$ cat src/rtl/trace_capture_pkg.sv
package trace_capture_pkg;

    typedef enum logic [1:0] {
        POS_EARLY   = 2'd0,
        POS_MID     = 2'd1,
        POS_LATE    = 2'd2,
        POS_MID_ALT = 2'd3
    } trig_pos_e;

    typedef enum logic [1:0] {
        S_IDLE = 2'd0,
        S_PRE  = 2'd1,
        S_POST = 2'd2,
        S_DONE = 2'd3
    } cap_state_e;

    // Rounded share of the depth in percent, clamped to [1, depth].
    function automatic int unsigned share_of(input int unsigned depth,
                                             input int unsigned pct);
        int unsigned r;
        r = (depth * pct + 50) / 100;
        if (r < 1) r = 1;
        if (r > depth) r = depth;
        return r;
    endfunction

endpackage

$ cat src/rtl/trace_capture_fsm.sv
module trace_capture_fsm
    import trace_capture_pkg::*;
(
    input  logic clk,
    input  logic rst_n,
    input  logic arm,
    input  logic trig,
    input  logic post_last,
    output logic clr,
    output logic wr_en,
    output logic post_step,
    output logic finish,
    output logic capturing,
    output logic done
);

    cap_state_e state, state_nxt;

    // State register
    always_ff @(posedge clk or negedge rst_n) begin
        if (!rst_n) state <= S_IDLE;
        else        state <= state_nxt;
    end

    // Next state
    always_comb begin
        state_nxt = state;
        unique case (state)
            S_IDLE: if (arm) state_nxt = S_PRE;
            S_PRE: begin
                if (arm)       state_nxt = S_PRE;
                else if (trig) state_nxt = post_last ? S_DONE : S_POST;
            end
            S_POST: begin
                if (arm)            state_nxt = S_PRE;
                else if (post_last) state_nxt = S_DONE;
            end
            S_DONE: if (arm) state_nxt = S_PRE;
            default: state_nxt = S_IDLE;
        endcase
    end

    // Outputs
    always_comb begin
        clr       = arm;
        wr_en     = 1'b0;
        post_step = 1'b0;
        capturing = 1'b0;
        done      = 1'b0;
        unique case (state)
            S_IDLE: ;
            S_PRE: begin
                capturing = 1'b1;
                wr_en     = !arm;
                post_step = !arm && trig;
            end
            S_POST: begin
                capturing = 1'b1;
                wr_en     = !arm;
                post_step = !arm;
            end
            S_DONE: done = 1'b1;
            default: ;
        endcase
        finish = post_step && post_last;
    end

endmodule

$ cat src/rtl/trace_capture_ptr.sv
module trace_capture_ptr
    import trace_capture_pkg::*;
#(
    parameter int DEPTH = 64,
    parameter int AW    = $clog2(DEPTH),
    parameter int CW    = AW + 1
) (
    input  logic          clk,
    input  logic          rst_n,
    input  logic          clr,
    input  logic [1:0]    pos_sel,
    input  logic          wr_en,
    input  logic          post_step,
    input  logic          finish,
    output logic [AW-1:0] wr_addr,
    output logic          post_last,
    output logic [CW-1:0] fill_cnt,
    output logic [AW-1:0] base_addr
);

    localparam logic [CW-1:0] LEN_EARLY = CW'(share_of(DEPTH, 88));
    localparam logic [CW-1:0] LEN_MID   = CW'(share_of(DEPTH, 50));
    localparam logic [CW-1:0] LEN_LATE  = CW'(share_of(DEPTH, 12));
    localparam logic [CW-1:0] FULL      = CW'(DEPTH);
    localparam logic [AW-1:0] LAST_A    = AW'(DEPTH - 1);
    localparam logic [AW-1:0] ONE_A     = AW'(1);
    localparam logic [CW-1:0] ONE_C     = CW'(1);

    logic [CW-1:0] post_len, post_cnt, post_nxt, fill_nxt;
    logic [AW-1:0] wr_addr_nxt;
    logic [CW-1:0] len_sel;

    always_comb begin
        unique case (trig_pos_e'(pos_sel))
            POS_EARLY:   len_sel = LEN_EARLY;
            POS_LATE:    len_sel = LEN_LATE;
            POS_MID,
            POS_MID_ALT: len_sel = LEN_MID;
            default:     len_sel = LEN_MID;
        endcase
    end

    assign post_nxt    = post_cnt + ONE_C;
    assign post_last   = (post_nxt == post_len);
    assign wr_addr_nxt = (wr_addr == LAST_A) ? '0 : wr_addr + ONE_A;
    assign fill_nxt    = (fill_cnt == FULL) ? fill_cnt : fill_cnt + ONE_C;

    always_ff @(posedge clk or negedge rst_n) begin
        if (!rst_n) begin
            post_len  <= LEN_MID;
            post_cnt  <= '0;
            fill_cnt  <= '0;
            wr_addr   <= '0;
            base_addr <= '0;
        end else if (clr) begin
            post_len  <= len_sel;
            post_cnt  <= '0;
            fill_cnt  <= '0;
            wr_addr   <= '0;
            base_addr <= '0;
        end else begin
            if (wr_en) begin
                wr_addr  <= wr_addr_nxt;
                fill_cnt <= fill_nxt;
            end
            if (post_step) post_cnt <= post_nxt;
            if (finish)    base_addr <= (fill_nxt == FULL) ? wr_addr_nxt : '0;
        end
    end

endmodule

$ cat src/rtl/trace_capture_ram.sv
module trace_capture_ram #(
    parameter int WIDTH = 8,
    parameter int DEPTH = 64,
    parameter int AW    = $clog2(DEPTH)
) (
    input  logic             clk,
    input  logic             rst_n,
    input  logic             we,
    input  logic [AW-1:0]    waddr,
    input  logic [WIDTH-1:0] wdata,
    input  logic [AW-1:0]    raddr,
    output logic [WIDTH-1:0] rdata
);

    logic [WIDTH-1:0] mem [DEPTH];

    always_ff @(posedge clk) begin
        if (we) mem[waddr] <= wdata;
    end

    always_ff @(posedge clk or negedge rst_n) begin
        if (!rst_n) rdata <= '0;
        else        rdata <= mem[raddr];
    end

endmodule

$ cat src/rtl/trace_capture_buf.sv
module trace_capture_buf #(
    parameter int WIDTH = 8,
    parameter int DEPTH = 64,
    localparam int AW   = $clog2(DEPTH),
    localparam int CW   = AW + 1
) (
    input  logic             clk,
    input  logic             rst_n,
    input  logic             arm,
    input  logic             trig,
    input  logic [1:0]       pos_sel,
    input  logic [WIDTH-1:0] probe,
    input  logic [AW-1:0]    rd_idx,
    output logic [WIDTH-1:0] rd_data,
    output logic             done,
    output logic             capturing,
    output logic [CW-1:0]    valid_cnt
);

    logic          clr, wr_en, post_step, finish, post_last;
    logic [AW-1:0] wr_addr, base_addr, rd_addr;
    logic [CW-1:0] rd_sum, rd_wrapped;

    trace_capture_fsm u_fsm (
        .clk       (clk),
        .rst_n     (rst_n),
        .arm       (arm),
        .trig      (trig),
        .post_last (post_last),
        .clr       (clr),
        .wr_en     (wr_en),
        .post_step (post_step),
        .finish    (finish),
        .capturing (capturing),
        .done      (done)
    );

    trace_capture_ptr #(.DEPTH(DEPTH), .AW(AW), .CW(CW)) u_ptr (
        .clk       (clk),
        .rst_n     (rst_n),
        .clr       (clr),
        .pos_sel   (pos_sel),
        .wr_en     (wr_en),
        .post_step (post_step),
        .finish    (finish),
        .wr_addr   (wr_addr),
        .post_last (post_last),
        .fill_cnt  (valid_cnt),
        .base_addr (base_addr)
    );

    // Oldest-relative index to physical address, wrapping modulo DEPTH
    assign rd_sum     = {1'b0, base_addr} + {1'b0, rd_idx};
    assign rd_wrapped = (rd_sum >= CW'(DEPTH)) ? rd_sum - CW'(DEPTH) : rd_sum;
    assign rd_addr    = rd_wrapped[AW-1:0];

    trace_capture_ram #(.WIDTH(WIDTH), .DEPTH(DEPTH), .AW(AW)) u_ram (
        .clk   (clk),
        .rst_n (rst_n),
        .we    (wr_en),
        .waddr (wr_addr),
        .wdata (probe),
        .raddr (rd_addr),
        .rdata (rd_data)
    );

endmodule

$ cat config.mk
export PLATFORM = sky130hd
export DESIGN_NAME = trace_capture_buf
export DESIGN_NICKNAME = d
export VERILOG_FILES = /design/src/rtl/trace_capture_pkg.sv /design/src/rtl/trace_capture_fsm.sv /design/src/rtl/trace_capture_ptr.sv /design/src/rtl/trace_capture_ram.sv /design/src/rtl/trace_capture_buf.sv
export SDC_FILE = /design/constraint.sdc
export NUM_CORES = 1
export LEC_CHECK = 0
export ABC_AREA = 1
export BUFFER_PORTS_ARGS = -buffer_cell sky130_fd_sc_hd__buf_2
export CAP_MARGIN = 0
export CORE_ASPECT_RATIO = 0.8
export CORE_MARGIN = 2
export CORE_UTILIZATION = 55
export CTS_CLUSTER_SIZE = 28
export DETAILED_ROUTE_END_ITERATION = 10
export PLACE_DENSITY_LB_ADDON = 0.15
export RECOVER_POWER = 100
export SETUP_SLACK_MARGIN = 0.5
export SYNTH_ARGS = -nofsm -noshare
export SYNTH_HDL_FRONTEND = slang
export SYNTH_SLANG_ARGS = --single-unit
$ cat constraint.sdc
create_clock -name clk -period 3.5 [get_ports clk]
set_input_delay 0.175 -clock clk [delete_from_list [all_inputs] [get_ports clk]]
set_output_delay 0.175 -clock clk [all_outputs]
set_load 0.01 [all_outputs]
==> results.py, run 1 <==
metrics = {
    "timing": {
        "setup_viol": 0,
        "fin_hold_ws_ps": 86.7,
        "fmax_mhz": 320,
        "slew_headroom_pct": -76.0,
        "fin_crit_ps": 3130,
        "rsz0062_at_grt": "false",
        "skew_ps": 11.0,
        "hold_viol": 0,
        "worstMarginPinSlew_ps": 2640,
        "setup_tns_ps": 0,
        "slew_violations": 426,
        "finalCritPeriodShare_pct": 89.3,
    },
    "run_status": {
        "outcome": "complete, but fails checks",
        "violations": "capacitance limit, slew limit",
    },
    "floorplan": {
        "die_w_um": 233,
        "die_y_um": 187,
        "initial_core_util_pct": 56.1,
        "row_count": 66,
        "core-area_sq_um": 41000,
        "boundaryPins": 37,
        "die-area_sq_um": 43500,
    },
    "worst_setup_path": {
        "cp-end-kind": "register",
        "crit_buf_inv": 2,
        "crit_start": "u_fsm.state[0]",
        "crit_path_end": "u_ram.mem[35][7]",
        "r2r-start": "u_fsm.state[0]",
        "r2r_cells": 6,
        "cp_max_fo": 11,
        "max_stage_delay_ps": 650,
        "cp_data_arrival_time_ps": 3350,
        "critPathTopFamily": "simple AND/OR/NAND/NOR gates",
        "critical_path_required_ps": 3730,
        "path_class": "register to register",
        "r2r-end": "u_ram.mem[35][7]",
        "critPathLaunchType": "register",
        "regToRegSetupSlack_ps": 370,
        "worst-path-stages": 6,
        "worstPathCellList": "inv_1, ha_1, nor2_1, nand4_1, nor2_1, clkbuf_1",
        "cp_common_cell": "nor2_1",
        "cp_slowest_cell": "nor2_1",
    },
    "finish": {
        "postLayoutCellArea_sq_um": 25700,
        "drive_above_1_share_pct": 6.60,
        "antenna-diode-count": 0,
        "syn_to_final_growth_pct": 11.9,
        "nets": 2156,
    },
    "clock_tree": {
        "path_clk_slew_ps": 60,
        "cts_sinks": 551,
        "htree_levels": 2,
        "clock_path_buffers": 3,
        "cts_root_buf": "clkbuf_16",
        "clock_latency_ps": 590,
        "cts_made_buffers": 52,
        "cts_tree": "done",
    },
    "route": {
        "vias": 15700,
        "antenna_left": 0,
        "vias_per_cell": 5.78,
        "wl_per_cell_um": 21.3,
        "drtIter0Drc": 1853,
        "finalWirelength_um": 57900,
        "first_pass_iters": 6,
        "drcViolationCount": 0,
    },
    "logic_synthesis": {
        "syn-num-nets": 2081,
        "synth-xor-area-share_pct": 0.370,
        "syn_area_per_cell_sq_um": 11.2,
        "synthSimpleGateAreaFrac_pct": 16.8,
        "synth-edff-count": 512,
        "yosysUniqueCellTypes": 34,
        "muxShareOfSynthArea_pct": 0,
        "yosysWarnings": 0,
        "netlist_area_sq_um": 23000,
        "synth_compound_area_share_pct": 7.82,
        "synth_top_family_by_area": "simple AND/OR/NAND/NOR gates",
        "synth_flop_cell": "edfxtp_1",
        "async_flop_share_pct": 7.08,
        "yosys_register_bits": 551,
        "yosysSeqAreaShare_pct": 71.1,
        "synthCells": 2048,
        "yosys.area_share.adder_pct": 0.740,
    },
    "grt": {
        "grt_pass1_wl_um": 88900,
        "grt_use_total_pct": 26.9,
        "antenna_found_initial": 0,
        "grt_pass1_vias": 15200,
        "gr-total-overflow": 0,
        "grt_max_degree": 124,
    },
    "min_path": {
        "min_path_type": "input pin to register",
    },
    "placement": {
        "io_buffers": 36,
        "place.gp.congestion": 0.892,
        "dp_hpwl_um": 34100,
        "postPlaceCellArea_sq_um": 24100,
    },
    "power": {
        "p_per_area_nw_per_um2": 560,
        "vdd_drop_max_mv": 0.430,
        "leakage_nw": 9.02,
    },
    "run": {
        "drv_cap": 10,
    },
}
kinds of logic after synthesis:
logic type	Yosys count
xor+xnor	8
buf+inv	162
compound gates	352
flops	551
simple gates	962
fa+ha+maj	13
sequential cells by signal (all words and copies together) (netlist names):
signal,flops
u_ptr.post_cnt,7
u_ptr.base_addr,6
u_ptr.fill_cnt,7
u_ptr.wr_addr,6
u_ram.rdata,8
u_ram.mem,512
u_fsm.state,2
u_ptr.post_len,3
layout make-up:
type	instances	area (sq um)
Clock inverter	30	283
Inverter	49	191
Fill cell	3271	15200
Timing Repair Buffer	134	860
Sequential cell	551	16400
Multi-Input combinational cell	1335	5920
Tap cell	544	681
Clock buffer	68	1430
layout by cell type (no fill, tap or decap), types with 2 or more instances in the layout:
cell / count
a21oi_1: 2
buf_12: 10
buf_2: 9
buf_4: 29
bufinv_16: 5
clkbuf_1: 84
clkbuf_16: 54
clkbuf_2: 4
clkbuf_8: 6
clkinv_1: 12
clkinv_2: 12
clkinv_4: 2
dfrtp_1: 38
dlygate4sd3_1: 6
edfxtp_1: 512
ha_1: 12
inv_1: 42
inv_6: 3
nand2_1: 265
nand3_1: 150
nand4_1: 12
nor2_1: 525
nor4_1: 6
o211ai_1: 3
o21ai_0: 239
o21ai_1: 89
o22ai_1: 15
xnor2_2: 3
xor2_1: 5
routing by layer:
layer	up-vias	track usage [%]	share of wire, %	routed length, um
met5	-	0	0	0
met4	0	6.93	2.3	1340
met3	88	4.85	8.6	4980
met2	637	40.6	45	26100
met1	7625	40.8	44	25400
li1	7307	-	-	-
through the flow:
stage / utilization (%) / instances / total power, mW / setup WS [ps]
finish: 62.8 / 2711 / 14.4 / 374
detailed placement: 58.8 / 2599 / 8.83 / 521
floorplan: - / 2048 / 8.30 / 1160
global placement: 58.8 / 2599 / 8.81 / 550
CTS: 63.2 / 2704 / 14.5 / 514
global route: 62.8 / 2711 / 14.9 / 256
worst register-to-register path, delay by kind of cell (launching register included):
family | cells | cell delay (ps)
adders and majority gates | 1 | 350
buffers and inverters | 2 | 540
DFF | 1 | 400
and+or+nand+nor | 3 | 1480
worst min path at each step:
| stage | slack (ps) | cells past startpoint | start | endpoint |
|---|---|---|---|---|
| floorplan | -120 | 0 | rst_n | u_fsm.state[0] |
| detailed placement | 350 | 2 | pos_sel[1] | u_ptr.post_len[5] |
| global route | 90 | 5 | trig | u_fsm.state[1] |
| finish | 90 | 5 | trig | u_fsm.state[1] |
| CTS | 60 | 5 | trig | u_fsm.state[1] |
| global placement | 340 | 2 | pos_sel[1] | u_ptr.post_len[5] |
cells in the mapped netlist, types with 2 or more instances:
cell	n	share of area, %
nor2_1	525	8.6
edfxtp_1	512	67
nand2_1	265	4.3
o21ai_0	238	5.2
nand3_1	150	3.3
o21ai_1	90	2.0
clkbuf_1	46	0.75
inv_1	42	0.69
dfrtp_1	38	4.1
buf_2	26	0.57
buf_1	21	0.34
buf_4	15	0.49
o22ai_1	15	0.41
ha_1	12	0.65
nand4_1	12	0.33
nor4_1	6	0.16
buf_6	5	0.24
xor2_1	5	0.19
clkinv_1	4	0.065
inv_2	3	0.049
o211ai_1	3	0.098
a21oi_1	2	0.044
xnor2_2	2	0.14
power breakdown:
part / switching (mW) / total, mW / leakage (nW) / internal [mW]
Sequential: 0.103 / 7.44 / 5.12 / 7.34
Combinational: 0.945 / 1.28 / 3.05 / 0.334
Clock: 2.44 / 5.69 / 0.848 / 3.25
timing repair:
action	4_1_cts	5_1_grt
cloned	0	1
setup buffers	1	6
pin swaps	1	4
endpoints found under the setup margin	24	269
resized for setup	0	4
endpoints found under the hold margin	42	0
hold buffers	6	0
(Power assumes the default switching activity.)
==> run 2, diff against run 1 <==
- clock period: 3.5 -> 2.6 ns (I/O delays scaled with it)
==> run 2 against run 1 <==
  * The run ends with capacitance limit, slew limit, setup timing left
  * Die area is the same
  * Final cell count rose by 1.7%
  * Sequential power is 34% higher
  * Register-to-register slack worse by 560 ps
  * Non-clock buffer count rose by 46
  * Clock skew up 16 ps
==> results.py, run 2 (synthesis results as in run 1) <==
metrics = {
    "placement": {
        "place.gp.congestion": 0.919,
        "dp_hpwl_um": 37500,
        "io_buffers": 36,
        "dp.cells": 2636,
    },
    "grt": {
        "grt_pass1_wl_um": 92200,
        "grt_pass1_vias": 15200,
        "antenna_found_initial": 2,
        "grt_max_degree": 99,
        "gr-total-overflow": 0,
        "grt_use_total_pct": 28.1,
    },
    "timing": {
        "setup_viol": 16,
        "slew_violations": 299,
        "fin_hold_ws_ps": 292,
        "fin_crit_ps": 2790,
        "hold_viol": 0,
        "slew_headroom_pct": -70.3,
        "fin_ws_ps": -186,
        "rsz0062_at_grt": "true",
        "worstMarginPinSlew_ps": 2550,
        "finalCritPeriodShare_pct": 107,
        "skew_ps": 27.2,
        "fmax_mhz": 359,
    },
    "power": {
        "internal_power_mw": 14.4,
        "vdd_drop_max_mv": 0.519,
        "p_comb_share_pct": 10.4,
        "p_clk_share_pct": 37.7,
        "switchingPower_mw": 4.83,
        "seqPwrFrac_pct": 51.9,
        "p_per_area_nw_per_um2": 724,
        "p_sw_share_pct": 25.1,
        "leakage_nw": 9.45,
    },
    "route": {
        "vias_per_cell": 5.90,
        "drtIter0Drc": 1955,
        "wl_per_cell_um": 22.3,
        "drcViolationCount": 0,
        "finalWirelength_um": 61500,
        "first_pass_iters": 6,
        "vias": 16300,
        "antenna_left": 0,
    },
    "finish": {
        "fillers": 3105,
        "nets": 2203,
        "drive_above_1_share_pct": 13.6,
        "syn_to_final_growth_pct": 15.9,
        "multi_input_area_sq_um": 6330,
        "largest_register": "u_ram.mem",
        "final_cell_mix": "512 x edfxtp_1, 497 x nor2_1, 250 x nand2_1, 218 x o21ai_0, 109 x nand3_1",
        "register_area_sq_um": 16400,
        "largest_reg_flops": 512,
        "fin_cells": 2758,
        "largestRegisters": "u_ram.mem: 512 flops, u_ram.rdata: 8 flops",
        "final_common_cell": "edfxtp_1",
    },
    "floorplan": {
        "boundaryPins": 37,
        "die-area_sq_um": 43500,
        "initial_core_util_pct": 56.1,
        "row_count": 66,
        "die_w_um": 233,
        "core-area_sq_um": 41000,
        "die_y_um": 187,
    },
    "clock_tree": {
        "clock_path_buffers": 3,
        "cts_made_buffers": 53,
        "htree_levels": 2,
        "cts_root_buf": "clkbuf_16",
        "cts_tree": "done",
        "path_clk_slew_ps": 70,
        "clock_latency_ps": 600,
        "cts_sinks": 551,
    },
    "worst_setup_path": {
        "cp_max_fo": 14,
        "cp_data_arrival_time_ps": 3270,
        "critical_path_required_ps": 3080,
        "cp-end-kind": "register",
        "critPathLaunchType": "register",
        "path_class": "register to register",
    },
    "run": {
        "drv_cap": 8,
    },
    "min_path": {
        "min_path_type": "input pin to asynchronous set/reset pin",
    },
    "run_status": {
        "violations": "capacitance limit, slew limit, setup timing",
        "outcome": "complete, but fails checks",
    },
}
[run 2: changes by cell type in the layout (fill, tap and decap cells not counted), sizes merged]
cell	previous run	this run
bufbuf	0	1
clkinvlp	1	3
diode	0	1
dlygate4sd3	6	7
inv	47	46
buf	48	76
bufinv	5	1
clkinv	26	32
clkbuf	148	161
[run 2: area by class of cell]
type,instances,area share [%]
tap,544,2.55
clock inverter,33,0.761
timing repair buffer,180,5.47
sequential,551,61.4
multi-input combinational,1335,23.8
antenna,1,0.00939
clock buffer,65,5.34
inverter,49,0.742
[run 2: timing repair]
item / CTS / global route
buffers inserted: 5 / 7
setup endpoints to repair: 520 / 115
hold endpoints to repair: 45 / 0
gates resized for setup: 41 / 104
pin swaps: 2 / 30
cloned: 2 / 2
hold buffers: 7 / 0
[run 2: metrics by stage]
| stage | setup TNS (ps) | setup WS, ps | total power [mW] | instance area (sq um) | utilization, % |
|---|---|---|---|---|---|
| finish | -1360 | -186 | 19.3 | 26600 | 65.1 |
| global route | -3200 | -269 | 19.9 | 26600 | 65.1 |
| CTS | -758 | -130 | 19.3 | 26600 | 65.0 |
| detailed placement | -973 | -187 | 12.0 | 24600 | 60.2 |
| global placement | -801 | -158 | 12.0 | 24600 | 60.2 |
| floorplan | 0 | 264 | 11.2 | 23200 | - |
[run 2: routing by layer]
metal / up-vias / GRT usage, % / routed length, um
met5: - / 0 / 0
met3: 86 / 5.44 / 6260
met4: 0 / 6.83 / 1200
li1: 7436 / - / -
met2: 770 / 40.9 / 27200
met1: 7977 / 43.9 / 26900
[run 2: final timing paths]
path | start | to | slack (ps) | cells past startpoint
setup / recovery | u_ptr.base_addr[0] | u_ram.rdata[4] | -190 | 15
hold / removal | rst_n | u_ptr.fill_cnt[4] | 290 | 2
setup reg to reg | u_ptr.base_addr[0] | u_ram.rdata[4] | -190 | 15
hold reg to reg | u_ptr.base_addr[4] | u_ptr.base_addr[4] | 530 | 2
max in group asynchronous | rst_n | u_ptr.wr_addr[0] | 1620 | 2
min in group clk | rd_idx[5] | u_ram.rdata[5] | 310 | 6
[run 2: worst max-delay path, cell delays in order (launching register included)]
cell and delay, ps:
dfrtp_1 390, ha_4 160, inv_2 40, fa_4 900, buf_12 190, buf_12 120, buf_12 120, nor2_1 40
o21ai_0 90, nand2_1 150, nand2_1 90, nand3_1 100, nand3_2 110, nand2_1 60, nand2_1 50, nand2_1 50
[run 2: power groups by stage]
stage               logic (mW)  registers [mW]  clock network, mW
floorplan                 1.06            10.1                  0
detailed placement        1.87            10.2                  0
global placement          1.83            10.2                  0
global route              2.19            10.0               7.66
finish                    2.01            10.0               7.27
CTS                       2.00            10.0               7.35
